--- config.mk ---
export PLATFORM = sky130hd
export DESIGN_NAME = sat_arith_unit
export DESIGN_NICKNAME = d
export VERILOG_FILES = /design/src/rtl/sat_pkg.sv /design/src/rtl/sat_double.sv /design/src/rtl/sat_addsub.sv /design/src/rtl/sat_arith_unit.sv
export SDC_FILE = /design/constraint.sdc
export NUM_CORES = 1
export LEC_CHECK = 0
export BUFFER_PORTS_ARGS = -buffer_cell sky130_fd_sc_hd__clkbuf_2
export CORE_ASPECT_RATIO = 0.75
export CORE_MARGIN = 2
export CORE_UTILIZATION = 53
export CTS_BUF_LIST = sky130_fd_sc_hd__clkbuf_4
export DETAILED_ROUTE_END_ITERATION = 12
export GPL_ROUTABILITY_DRIVEN = 1
export PLACE_DENSITY = 0.84
export SYNTH_ARGS = -nofsm -noshare
export SYNTH_HDL_FRONTEND = slang
export SYNTH_SLANG_ARGS = --single-unit
--- constraint.sdc ---
create_clock -name clk -period 1.47 [get_ports clk]
set_input_delay 0.0735 -clock clk [delete_from_list [all_inputs] [get_ports clk]]
set_output_delay 0.0735 -clock clk [all_outputs]
set_load 0.005 [all_outputs]
--- src/rtl/sat_pkg.sv ---
package sat_pkg;
  parameter int DATA_W  = 32;
  parameter int IDX_W   = 4;
  parameter int OP_LSB  = 21;
  parameter int DST_LSB = 12;
  parameter int SRC_LSB = 16;
  parameter int RM_LSB  = 0;

  typedef logic [DATA_W-1:0] word_t;
  typedef logic [IDX_W-1:0]  idx_t;

  typedef struct packed {
    logic dbl;
    logic sub;
  } func_t;

  localparam word_t WORD_MAX = {1'b0, {(DATA_W-1){1'b1}}};
  localparam word_t WORD_MIN = {1'b1, {(DATA_W-1){1'b0}}};
endpackage

--- src/rtl/sat_double.sv ---
module sat_double
  import sat_pkg::*;
#(
  parameter int W = DATA_W
) (
  input  logic [W-1:0] val_i,
  input  logic         en_i,
  output logic [W-1:0] val_o,
  output logic         sat_o
);
  localparam logic [W-1:0] MAXV = {1'b0, {(W-1){1'b1}}};
  localparam logic [W-1:0] MINV = {1'b1, {(W-1){1'b0}}};

  logic pos_ovf, neg_ovf;

  always_comb begin
    pos_ovf = en_i && (val_i[W-1:W-2] == 2'b01);
    neg_ovf = en_i && (val_i[W-1:W-2] == 2'b10);
    sat_o   = pos_ovf || neg_ovf;
    if (!en_i)        val_o = val_i;
    else if (pos_ovf) val_o = MAXV;
    else if (neg_ovf) val_o = MINV;
    else              val_o = {val_i[W-2:0], 1'b0};
  end

  always_comb begin
    if (sat_o) AST_DBL_CLAMP_SIGN: assert (val_o[W-1] == val_i[W-1]);
    if (en_i && !sat_o) AST_DBL_NO_CLAMP_EVEN: assert (val_o[0] == 1'b0);
  end
endmodule

--- src/rtl/sat_addsub.sv ---
module sat_addsub
  import sat_pkg::*;
#(
  parameter int W = DATA_W
) (
  input  logic [W-1:0] a_i,
  input  logic [W-1:0] b_i,
  input  logic         sub_i,
  output logic [W-1:0] res_o,
  output logic         sat_o
);
  localparam logic [W-1:0] MAXV = {1'b0, {(W-1){1'b1}}};
  localparam logic [W-1:0] MINV = {1'b1, {(W-1){1'b0}}};

  logic [W-1:0] b_eff, raw;

  always_comb begin
    b_eff = sub_i ? ~b_i : b_i;
    raw   = a_i + b_eff + {{(W-1){1'b0}}, sub_i};
    sat_o = (a_i[W-1] == b_eff[W-1]) && (raw[W-1] != a_i[W-1]);
    if (!sat_o)         res_o = raw;
    else if (a_i[W-1])  res_o = MINV;
    else                res_o = MAXV;
  end

  always_comb begin
    if (sat_o) AST_SUM_CLAMP_DIR: assert (res_o[W-1] == a_i[W-1]);
  end
endmodule

--- src/rtl/sat_arith_unit.sv ---
module sat_arith_unit
  import sat_pkg::*;
(
  input  logic              clk,
  input  logic              rst_n,
  input  logic              in_valid,
  input  logic [31:0]       instr,
  input  logic [DATA_W-1:0] rm_val,
  input  logic [DATA_W-1:0] rn_val,
  input  logic              q_clear,
  output logic [IDX_W-1:0]  rm_idx,
  output logic [IDX_W-1:0]  rn_idx,
  output logic              out_valid,
  output logic [DATA_W-1:0] result,
  output logic [IDX_W-1:0]  dest_idx,
  output logic              q_flag
);
  localparam int SYNC_STAGES = 2;

  logic [SYNC_STAGES-1:0] rst_sync;
  logic                   rst_q_n;

  always_ff @(posedge clk or negedge rst_n) begin
    if (!rst_n) rst_sync <= '0;
    else        rst_sync <= {rst_sync[SYNC_STAGES-2:0], 1'b1};
  end
  assign rst_q_n = rst_sync[SYNC_STAGES-1];

  func_t func;
  word_t dbl_val, sum_val;
  logic  dbl_sat, sum_sat, any_sat;

  assign func   = func_t'(instr[OP_LSB +: 2]);
  assign rm_idx = instr[RM_LSB  +: IDX_W];
  assign rn_idx = instr[SRC_LSB +: IDX_W];

  sat_double #(.W(DATA_W)) u_dbl (
    .val_i (rn_val),
    .en_i  (func.dbl),
    .val_o (dbl_val),
    .sat_o (dbl_sat)
  );

  sat_addsub #(.W(DATA_W)) u_sum (
    .a_i   (rm_val),
    .b_i   (dbl_val),
    .sub_i (func.sub),
    .res_o (sum_val),
    .sat_o (sum_sat)
  );

  assign any_sat = dbl_sat || sum_sat;

  word_t res_d;
  idx_t  dst_d;
  logic  vld_d, q_d;

  always_comb begin
    vld_d = in_valid;
    res_d = result;
    dst_d = dest_idx;
    if (in_valid) begin
      res_d = sum_val;
      dst_d = instr[DST_LSB +: IDX_W];
    end
    q_d = q_flag;
    if (q_clear) q_d = 1'b0;
    if (in_valid && any_sat) q_d = 1'b1;
  end

  always_ff @(posedge clk or negedge rst_q_n) begin
    if (!rst_q_n) begin
      out_valid <= 1'b0;
      result    <= '0;
      dest_idx  <= '0;
      q_flag    <= 1'b0;
    end else begin
      out_valid <= vld_d;
      result    <= res_d;
      dest_idx  <= dst_d;
      q_flag    <= q_d;
    end
  end

  AST_VALID_FOLLOWS: assert property (@(posedge clk) disable iff (!rst_q_n)
    in_valid |=> out_valid);
  AST_IDLE_FOLLOWS: assert property (@(posedge clk) disable iff (!rst_q_n)
    !in_valid |=> (!out_valid && $stable(result) && $stable(dest_idx)));
  AST_Q_STICKY: assert property (@(posedge clk) disable iff (!rst_q_n)
    (q_flag && !q_clear) |=> q_flag);
  AST_Q_SET_WINS: assert property (@(posedge clk) disable iff (!rst_q_n)
    (in_valid && any_sat) |=> q_flag);
  AST_Q_CLEARS: assert property (@(posedge clk) disable iff (!rst_q_n)
    (q_clear && !(in_valid && any_sat)) |=> !q_flag);
endmodule

* After elaboration in Yosys (flattened, before gate mapping)
Index checks and enable logic that the tools add are counted.
Storage, ports and cells: bits in registers 40, memories 0, output and inout bits 46, latch bits 0, RAM bits 0, memory bits (read-only) 0
Cells by class: add/sub/neg operators 2, divide/modulo/power cells 0, multiply operators 0, equality and inequality tests 4, bitwise gates (word level) 1, shift-type cells 0, $lt $le $gt $ge 0, reductions and logical operators 7, mux-type cells 8
Operators by type and width (number):
- two-way mux 32 bit | 6
- adder 32 x 1 -> 32 bit | 1
- adder 32 bit | 1
- NOT 32 bit | 1
- logical AND 1 bit | 4
- equality test 2 x 1 -> 1 bit, second input constant | 1
- equality test 2 bit, second input constant | 1
- logical OR 1 bit | 2
- two-way mux 1 bit | 2
- nonzero test 2 bit | 1
- equality test 1 bit | 1
- inequality test 1 bit | 1

* Depth between registers and ports, before layout
Gate-level depths: netlist of run 1.
word-level depth 14, mapped depth 18, gate-level depth less buffers 15

* Modules after synthesis
From an unflattened synthesis of run 1, not the netlist that was laid out.
Second synthesis, totals: cell total of the unflattened synthesis 563, area, all modules 4936.0 µm²
Modules (own cells, without submodules):
- sat_addsub | cells each 329, instances 1, area each 2341.0 µm², sequential area each 0.0 µm²
- sat_arith_unit | cells each 92, instances 1, area each 1664.1 µm², sequential area each 1001.0 µm²
- sat_double | cells each 142, instances 1, area each 930.9 µm², sequential area each 0.0 µm²

* Least setup slack after synthesis of run 1
No wires, ideal clock.
path kind input to register, from in rn_val[30], to reg result[19], buffers on the path 3, path slack -1631 ps, stages on the path 16, arrival 3027 ps, data required time 1397 ps, cells stage by stage nor2b_1 clkbuf_1 o211ai_1 o21ai_0 xor2_1 ha_1 clkbuf_1 nand4_1 nor3_1 nand4_1 o211ai_4 a31oi_4 nor3_4 buf_6 a21oi_2 a21oi_2
Between the ends: longest elaborated chain between the ends 12, elaborated cells on any way between the ends 15, those cells by class 2 x add/sub; 4 x eq/ne; 5 x mux; 1 x bitwise; 3 x reduce/logical
Ends and longest elaborated chain:
- from (decl) | line sat_arith_unit.sv:9 | input logic [DATA_W-1:0] rn_val,
- equality test 2 bit | line sat_double.sv:18 | neg_ovf = en_i && (val_i[W-1:W-2] == 2'b10);
- logical AND 1 bit | line sat_double.sv:18
- two-way mux 32 bit | line sat_double.sv:22 | else if (neg_ovf) val_o = MINV;
- two-way mux 32 bit | line sat_double.sv:21 | else if (pos_ovf) val_o = MAXV;
- two-way mux 32 bit * | line sat_double.sv:20 | if (!en_i) val_o = val_i;
- NOT 32 bit | line sat_addsub.sv:18 | b_eff = sub_i ? ~b_i : b_i;
- two-way mux 32 bit * | line sat_addsub.sv:18
- adder 32 bit | line sat_addsub.sv:19 | raw = a_i + b_eff + {{(W-1){1'b0}}, sub_i};
- adder 32 x 1 -> 32 bit | line sat_addsub.sv:19
- inequality test 1 bit | line sat_addsub.sv:20 | sat_o = (a_i[W-1] == b_eff[W-1]) && (raw[W-1] != a_i[W-1]);
- logical AND 1 bit | line sat_addsub.sv:20
- two-way mux 32 bit * | line sat_addsub.sv:21 | if (!sat_o) res_o = raw;
- to (signal assigned) | line sat_arith_unit.sv:79 | result <= res_d;
- to (decl) | line sat_arith_unit.sv:14 | output logic [DATA_W-1:0] result,
Every way passes the cells marked *; elsewhere a longest branch is shown, timed or not. A chain may end at the register's enable or synchronous reset.

* Worst setup path after layout of run 1
from in rn_val[30], to reg result[8]
The elaborated chain is that of the path after synthesis.

==> impl_metrics.sql, run 1 <==
INSERT INTO impl_metrics (metric_group, metric, value, unit) VALUES
('floorplan', 'fp.dieH', '82.2', 'um'),
('power', 'power.ir.vdd_worst', '844', 'uV'),
('timing', 'max_clock_freq', '337', 'MHz'),
('detailed_routing', 'route.vias.total', '4953', ''),
('synth', 'top_reg_cell_synth', 'sky130_fd_sc_hd__dfrtp_1', ''),
('global_routing', 'antenna_found_initial', '0', ''),
('synth', 'ys_seq_area_share', '23.2', '%'),
('synth', 'ys_types', '50', ''),
('timing', 'rsz_0062_raised_after_global_routing', 'true', ''),
('layout', 'area_delta_synth_final', '49.8', '%'),
('timing', 'hold_ws', '0.0271', 'ns'),
('power', 'totalPowerFinal', '6640', 'uW'),
('synth', 'post_synth_xor_area_fraction', '12.0', '%'),
('clock_tree', 'cts_tree', 'built', ''),
('layout', 'finalNetCount', '894', ''),
('synth', 'postSynthCellCount', '540', ''),
('synth', 'synth_simple_gate_area_share', '12.0', '%'),
('layout', 'fin_area', '6470', 'um^2'),
('synth', 'synth_mux_area_share', '1.04', '%'),
('synth', 'synthesis.area_per_instance', '8.00', 'um^2'),
('setup_path', 'critPathTopFamily', 'compound AO/OA/AOI/OAI gates', ''),
('timing', 'final_cycle_utilization_of_the_critical_path', '202', '%'),
('clock_tree', 'cts-root-to-sink-buffers', '2', ''),
('power', 'p_comb_share', '65.2', '%'),
('clock_tree', 'clock-root-buffer', 'sky130_fd_sc_hd__clkbuf_4', ''),
('floorplan', 'floorplan.initialDensity', '54.8', '%'),
('timing', 'timing.max_slew.rel_slack', '58.2', '%'),
('layout', 'antenna-diode-count', '0', ''),
('synth', 'syn_nets', '672', ''),
('layout', 'fillers', '505', ''),
('power', 'p_seq_share', '23.7', '%'),
('detailed_routing', 'detail_route.vias_per_cell', '5.71', ''),
('clock_tree', 'worstSkewPairLatency', '0.35', 'ns'),
('timing', 'final.min_clock_period', '2.97', 'ns'),
('timing', 'post-route-worst-setup-slack', '-1.50', 'ns'),
('setup_path', 'critical_path.n_buffers_inverters', '4', ''),
('outcome', 'failed_checks', 'negative setup slack', ''),
('global_routing', 'globalRoute.totalOverflow', '0', ''),
('detailed_routing', 'dr.first_iter.drc_count', '364', ''),
('detailed_routing', 'drc', '0', ''),
('setup_path', 'timing.critical_path.required', '1.71', 'ns'),
('floorplan', 'io_pins', '146', ''),
('floorplan', 'chipWidth', '108', 'um'),
('floorplan', 'placement_rows', '28', ''),
('setup_path', 'critPathLaunchType', 'primary input', ''),
('power', 'p_leak', '0.00313', 'uW'),
('job', 'max_cap_violations', '0', ''),
('setup_path', 'cp_slowest_stage_delay', '0.44', 'ns'),
('setup_path', 'timing.critical_path.fanout_max', '18', ''),
('setup_path', 'arrival_time_worst_endpoint', '3.21', 'ns'),
('power', 'power_report.internal_total', '3880', 'uW'),
('power', 'p_sw_share', '41.6', '%'),
('layout', 'postLayoutCoreUtil', '82.1', '%'),
('synth', 'async_reset_ff_share', '100', '%'),
('timing', 'tightestPinTransition', '0.627', 'ns'),
('detailed_routing', 'drt_pre_antenna_iters', '5', ''),
('layout', 'drive_gt1_share', '48.2', '%'),
('global_routing', 'grtUsageTotal', '29.8', '%'),
('timing', 'clock-skew-final', '0.00390', 'ns'),
('global_routing', 'largest_net_degree_at_the_start_of_global_routing', '39', ''),
('outcome', 'run_status', 'complete, but fails checks', ''),
('placed_design', 'numPortBuffers', '111', ''),
('timing', 'report.final.hold_viol_count', '0', ''),
('synth', 'synthAdderAreaFrac', '9.44', '%'),
('power', 'clockPowerShare', '11.1', '%'),
('timing', 'finalSetupViolations', '33', ''),
('clock_tree', 'path_clk_slew', '0.12', 'ns'),
('detailed_routing', 'detailed_route_wire_length_per_cell', '16.9', 'um'),
('synth', 'synth.yosys.warnings', '0', ''),
('synth', 'synth_top_cell_area_share', '23.2', '%'),
('synth', 'synth_area_leader_cell', 'sky130_fd_sc_hd__dfrtp_1', '');
## sequential cells by signal, indices dropped and copies added, names as in the netlist
| signal | count |
|---|---|
| result | 32 |
| q_flag | 1 |
| out_valid | 1 |
| rst_sync | 2 |
| dest_idx | 4 |
## synth_stat cells (all sizes together), types with 3 or more instances
library cell and number:
nand3 12, ha 31, nor2b 6, o21bai 3, xnor2 14, o21ai 52
buf 14, a21oi 82, nor2 35, mux2 4, nor3 3, dfrtp 40
nand4 5, xor2 45, a31oi 8, clkbuf 31, nand2 26, or2 3
o211ai 33, o221ai 6, and2 3, a21o 8, inv 43, and3 6
nand2b 5
## layout make-up
class                           count  area, um^2  area share, %
Clock buffer                        6        45.0          0.696
Clock inverter                      2        35.0          0.541
Inverter                           43         161           2.49
Multi-Input combinational cell    412        3240           50.1
Sequential cell                    40        1000           15.5
Tap cell                          105         131           2.03
Timing Repair Buffer              260        1850           28.6
## power groups by stage
stage	combinational, uW	clock, uW	sequential, uW
after CTS	3900	732	1560
after floorplan	2130	0	1600
after global placement	3510	0	1570
after global routing	4630	786	1600
after detailed placement	3630	0	1580
final	4330	738	1570
## what timing repair did
| action | in CTS | in global routing |
|---|---|---|
| setup buffers | 14 | 8 |
| setup endpoints to repair | 33 | 33 |
| endpoints found under the hold margin | 7 | 0 |
| cloned | 0 | 3 |
| pin swaps | 22 | 47 |
| hold buffers | 6 | 0 |
| resized for setup | 51 | 39 |
## worst paths after layout
path                                             start                     end  slack [ns]  depth (start not counted)
worst max-delay path                        rn_val[30]   result[8]$_DFFE_PN0P_       -1.50                         17
worst min-delay path                             rst_n   rst_sync[0]$_DFF_PN0_        0.03                          2
worst max register to register  result[31]$_DFFE_PN0P_  result[31]$_DFFE_PN0P_        0.67                          2
worst min register to register   rst_sync[1]$_DFF_PN0_  result[10]$_DFFE_PN0P_        0.29                          1
max in group asynchronous        rst_sync[1]$_DFF_PN0_     out_valid$_DFF_PN0_        0.84                          1
min in group clk                             instr[18]               rn_idx[2]        0.15                          0
## stage by stage
stage	setup TNS [ns]	instances	setup slack, ns
2_1_floorplan	-42.91	540	-1.34
3_3_place_gp	-53.13	830	-1.67
3_5_place_dp	-57.55	830	-1.88
4_1_cts	-43.55	858	-1.40
5_1_grt	-49.91	868	-1.61
6_report	-47.28	868	-1.50
## layout by cell type, fill, tap and decap left out, drive strengths merged, types with 4 or more instances in the layout
cell type | synthesis | routed
a21oi | 82 | 82
nor2b | 6 | 6
o211ai | 33 | 33
ha | 31 | 31
mux2 | 4 | 4
a31oi | 8 | 8
o221ai | 6 | 6
a21o | 8 | 8
dlygate4sd3 | 0 | 6
clkbuf | 31 | 118
nand4 | 5 | 5
inv | 43 | 43
nor2 | 35 | 35
dfrtp | 40 | 40
xnor2 | 14 | 14
buf | 14 | 142
and3 | 6 | 6
o21ai | 52 | 52
nand3 | 12 | 12
xor2 | 45 | 45
nand2 | 26 | 26
nand2b | 5 | 5
## kinds of logic after synthesis
kind of cell | count (synthesis)
mux | 4
other cells | 1
flops | 40
buf+inv | 88
xor+xnor | 59
fa+ha+maj | 32
simple gates | 107
compound gates | 209
## layer usage
metal | GRT usage, % | wire (um) | vias up
met5 | 0 | 0 | -
met4 | 6.54 | 314 | 0
met3 | 2.51 | 1140 | 36
met2 | 52.8 | 6760 | 270
met1 | 40.2 | 6440 | 2300
li1 | - | - | 2347
Power figures use the tool's default switching activity.
==> run 2, diff against run 1 <==
==> constraint.sdc (replaced) <==
create_clock -name clk -period 3.28 [get_ports clk]
set_input_delay 0.164 -clock clk [delete_from_list [all_inputs] [get_ports clk]]
set_output_delay 0.164 -clock clk [all_outputs]
set_load 0.005 [all_outputs]
==> impl_metrics.sql, run 2 (synthesis results as in run 1) <==
INSERT INTO impl_metrics (metric_group, metric, value, unit) VALUES
('outcome', 'run_status', 'completed', ''),
('clock_tree', 'cts-root-to-sink-buffers', '2', ''),
('detailed_routing', 'drc', '0', ''),
('layout', 'drive_gt1_share', '36.6', '%'),
('setup_path', 'critical_path_capture_point_type', 'flip-flop', ''),
('timing', 'clock-skew-final', '0.0102', 'ns'),
('power', 'power.ir.vdd_worst', '286', 'uV'),
('setup_path', 'cp_slowest_stage_delay', '0.37', 'ns'),
('detailed_routing', 'topRoutingLayerUsed', 'met4', ''),
('timing', 'rsz_0062_raised_after_global_routing', 'true', ''),
('layout', 'final_cell_mix', 'sky130_fd_sc_hd__clkbuf_2, sky130_fd_sc_hd__buf_4, sky130_fd_sc_hd__o21ai_0', ''),
('floorplan', 'chipWidth', '108', 'um'),
('layout', 'finalNetCount', '822', ''),
('setup_path', 'timing.critical_path.required', '3.48', 'ns'),
('setup_path', 'cp_slowest_cell', 'sky130_fd_sc_hd__a311o_1', ''),
('global_routing', 'antenna_found_initial', '0', ''),
('layout', 'finish.cell_count_without_fillers', '796', ''),
('global_routing', 'grtUsageTotal', '25.2', '%'),
('layout', 'fin_area', '5550', 'um^2'),
('detailed_routing', 'wl_met3', '758', 'um'),
('placed_design', 'place_worst_setup_slack', '-0.524', 'ns'),
('setup_path', 'critical_path_class', 'in2reg', ''),
('placed_design', 'globalplace.congestion', '0.894', ''),
('clock_tree', 'cts_sinks', '40', ''),
('timing', 'report.final.hold_viol_count', '0', ''),
('power', 'p_leak', '0.00269', 'uW'),
('timing', 'finalSetupViolations', '0', ''),
('detailed_routing', 'route.met2.wl', '4.71', 'mm'),
('layout', 'seq_area', '1000', 'um^2'),
('job', 'max_cap_violations', '0', ''),
('detailed_routing', 'route.layer.met1.wl', '5.63', 'mm'),
('layout', 'top_regs', 'result (32), dest_idx (4), rst_sync (2)', ''),
('detailed_routing', 'drt_pre_antenna_iters', '5', ''),
('clock_tree', 'cts_tree', 'built', ''),
('timing', 'final.min_clock_period', '3.12', 'ns'),
('floorplan', 'io_pins', '146', ''),
('floorplan', 'core_area', '7880', 'um^2'),
('timing', 'hold_ws', '0.0365', 'ns'),
('min_path', 'hold_path_depth', '2', ''),
('clock_tree', 'cts-buffers-inserted', '5', ''),
('timing', 'timing.max_slew.rel_slack', '29.9', '%'),
('floorplan', 'floorplan.initialDensity', '54.8', '%'),
('min_path', 'hold_path_class', 'in2reg', ''),
('timing', 'finalMaxSlewViolations', '0', ''),
('timing', 'max_clock_freq', '320', 'MHz'),
('global_routing', 'grt_pass1_wl', '17.8', 'mm'),
('layout', 'largest_register_ffs', '32', ''),
('global_routing', 'number_of_global_route_vias_before_repair', '3776', ''),
('layout', 'multiInputGateArea', '2980', 'um^2'),
('placed_design', 'numPortBuffers', '111', ''),
('setup_path', 'timing.critical_path.cells', 'clkbuf_2 -> buf_4 -> nand2b_1 -> buf_12 -> o211ai_1 -> o21ai_0 -> xor2_1 -> buf_4 -> ha_1 -> nand2_1 -> a2111oi_4 -> or2_1 -> o21ai_2 -> o211ai_4 -> a311o_1 -> buf_12 -> a21oi_2 -> a21oi_2', ''),
('placed_design', 'placedCellCount', '782', ''),
('setup_path', 'path_depth_of_the_worst_reg2reg_path', '1', ''),
('timing', 'tightestPinTransition', '1.05', 'ns'),
('floorplan', 'fp.dieH', '82.2', 'um'),
('detailed_routing', 'dr.first_iter.drc_count', '245', ''),
('detailed_routing', 'route.vias.total', '4333', ''),
('timing', 'post-route-worst-setup-slack', '0.160', 'ns'),
('power', 'pwr_density_cell', '464', 'nW/um^2'),
('layout', 'fillers', '650', ''),
('global_routing', 'largest_net_degree_at_the_start_of_global_routing', '64', ''),
('clock_tree', 'clock-root-buffer', 'sky130_fd_sc_hd__clkbuf_4', ''),
('detailed_routing', 'ant_nets', '0', ''),
('setup_path', 'timing.critical_path.fanout_max', '28', ''),
('floorplan', 'placement_rows', '28', ''),
('layout', 'postLayoutCoreUtil', '70.4', '%'),
('layout', 'area_delta_synth_final', '28.4', '%'),
('clock_tree', 'path_clk_slew', '0.12', 'ns'),
('detailed_routing', 'detailed_route_wire_length_per_cell', '14.1', 'um'),
('placed_design', 'placement.cell_area', '5370', 'um^2'),
('layout', 'regMostFlops', 'result', ''),
('setup_path', 'critPathLaunchType', 'primary input', ''),
('layout', 'layout_commonest_cell', 'sky130_fd_sc_hd__clkbuf_2', ''),
('detailed_routing', 'detail_route.wirelength', '11.2', 'mm'),
('floorplan', 'design.die.area', '8900', 'um^2'),
('placed_design', 'place.detailed.hpwl', '9.41', 'mm'),
('global_routing', 'globalRoute.totalOverflow', '0', ''),
('clock_tree', 'worstSkewPairLatency', '0.35', 'ns'),
('layout', 'antenna-diode-count', '0', ''),
('detailed_routing', 'detail_route.vias_per_cell', '5.44', ''),
('clock_tree', 'h-tree-depth', '2', ''),
('timing', 'final_cycle_utilization_of_the_critical_path', '95.1', '%'),
('setup_path', 'arrival_time_worst_endpoint', '3.32', 'ns');
==> run 2: where the power goes <==
| part | switching (uW) | leakage, uW | total (uW) | internal [uW] |
|---|---|---|---|---|
| Sequential | 71.7 | 0.000459 | 695 | 623 |
| Clock | 168 | 0.0000418 | 331 | 163 |
| Combinational | 807 | 0.00219 | 1550 | 740 |
==> run 2: cell type report <==
cell class                      instances  share of cell area, %
Sequential cell                        40                   18.0
Clock buffer                            5                  0.676
Multi-Input combinational cell        413                   53.7
Inverter                               43                   2.91
Tap cell                              105                   2.37
Timing Repair Buffer                  187                   21.5
Clock inverter                          3                  0.834
==> run 2: worst paths after layout <==
kind	from	end	slack, ns
worst max register to register	dest_idx[1]$_DFFE_PN0P_	dest_idx[1]$_DFFE_PN0P_	2.52
worst max-delay path	rn_val[30]	result[1]$_DFFE_PN0P_	0.16
worst min-delay path	instr[14]	dest_idx[2]$_DFFE_PN0P_	0.04
worst min register to register	rst_sync[1]$_DFF_PN0_	dest_idx[0]$_DFFE_PN0P_	0.30
min in group asynchronous	rst_n	rst_sync[1]$_DFF_PN0_	0.10
max in group asynchronous	rst_sync[1]$_DFF_PN0_	result[23]$_DFFE_PN0P_	2.65
==> run 2: metal layers <==
layer / global-route usage (%) / vias up
met4: 5.64 / 0
met1: 38.1 / 1960
met2: 38.7 / 156
li1: - / 2200
met3: 2.83 / 17
met5: 0 / -
==> run 2: per-stage QoR <==
| stage | power, uW | TNS, ns |
|---|---|---|
| 6_report | 2570 | 0 |
| 2_1_floorplan | 1640 | 0 |
| 4_1_cts | 2560 | 0 |
| 3_3_place_gp | 2180 | -9.78 |
| 3_5_place_dp | 2220 | -13.25 |
| 5_1_grt | 2780 | -0.0801 |
==> run 2: worst max-delay path, delay by kind of cell <==
| kind | cells | cell delay, ns |
|---|---|---|
| AOI/OAI and AO/OA | 8 | 1.28 |
| buffers and inverters | 5 | 0.79 |
| and+or+nand+nor | 3 | 0.56 |
| xor gates and xnor gates | 1 | 0.28 |
| adders and majority gates | 1 | 0.22 |
==> run 2: what timing repair did <==
action,CTS,global route
hold buffers,2,0
setup buffers,0,3
cloned,0,1
pin swaps,0,4
gates resized for setup,1,10
endpoints found under the hold margin,3,0
setup endpoints to repair,15,13
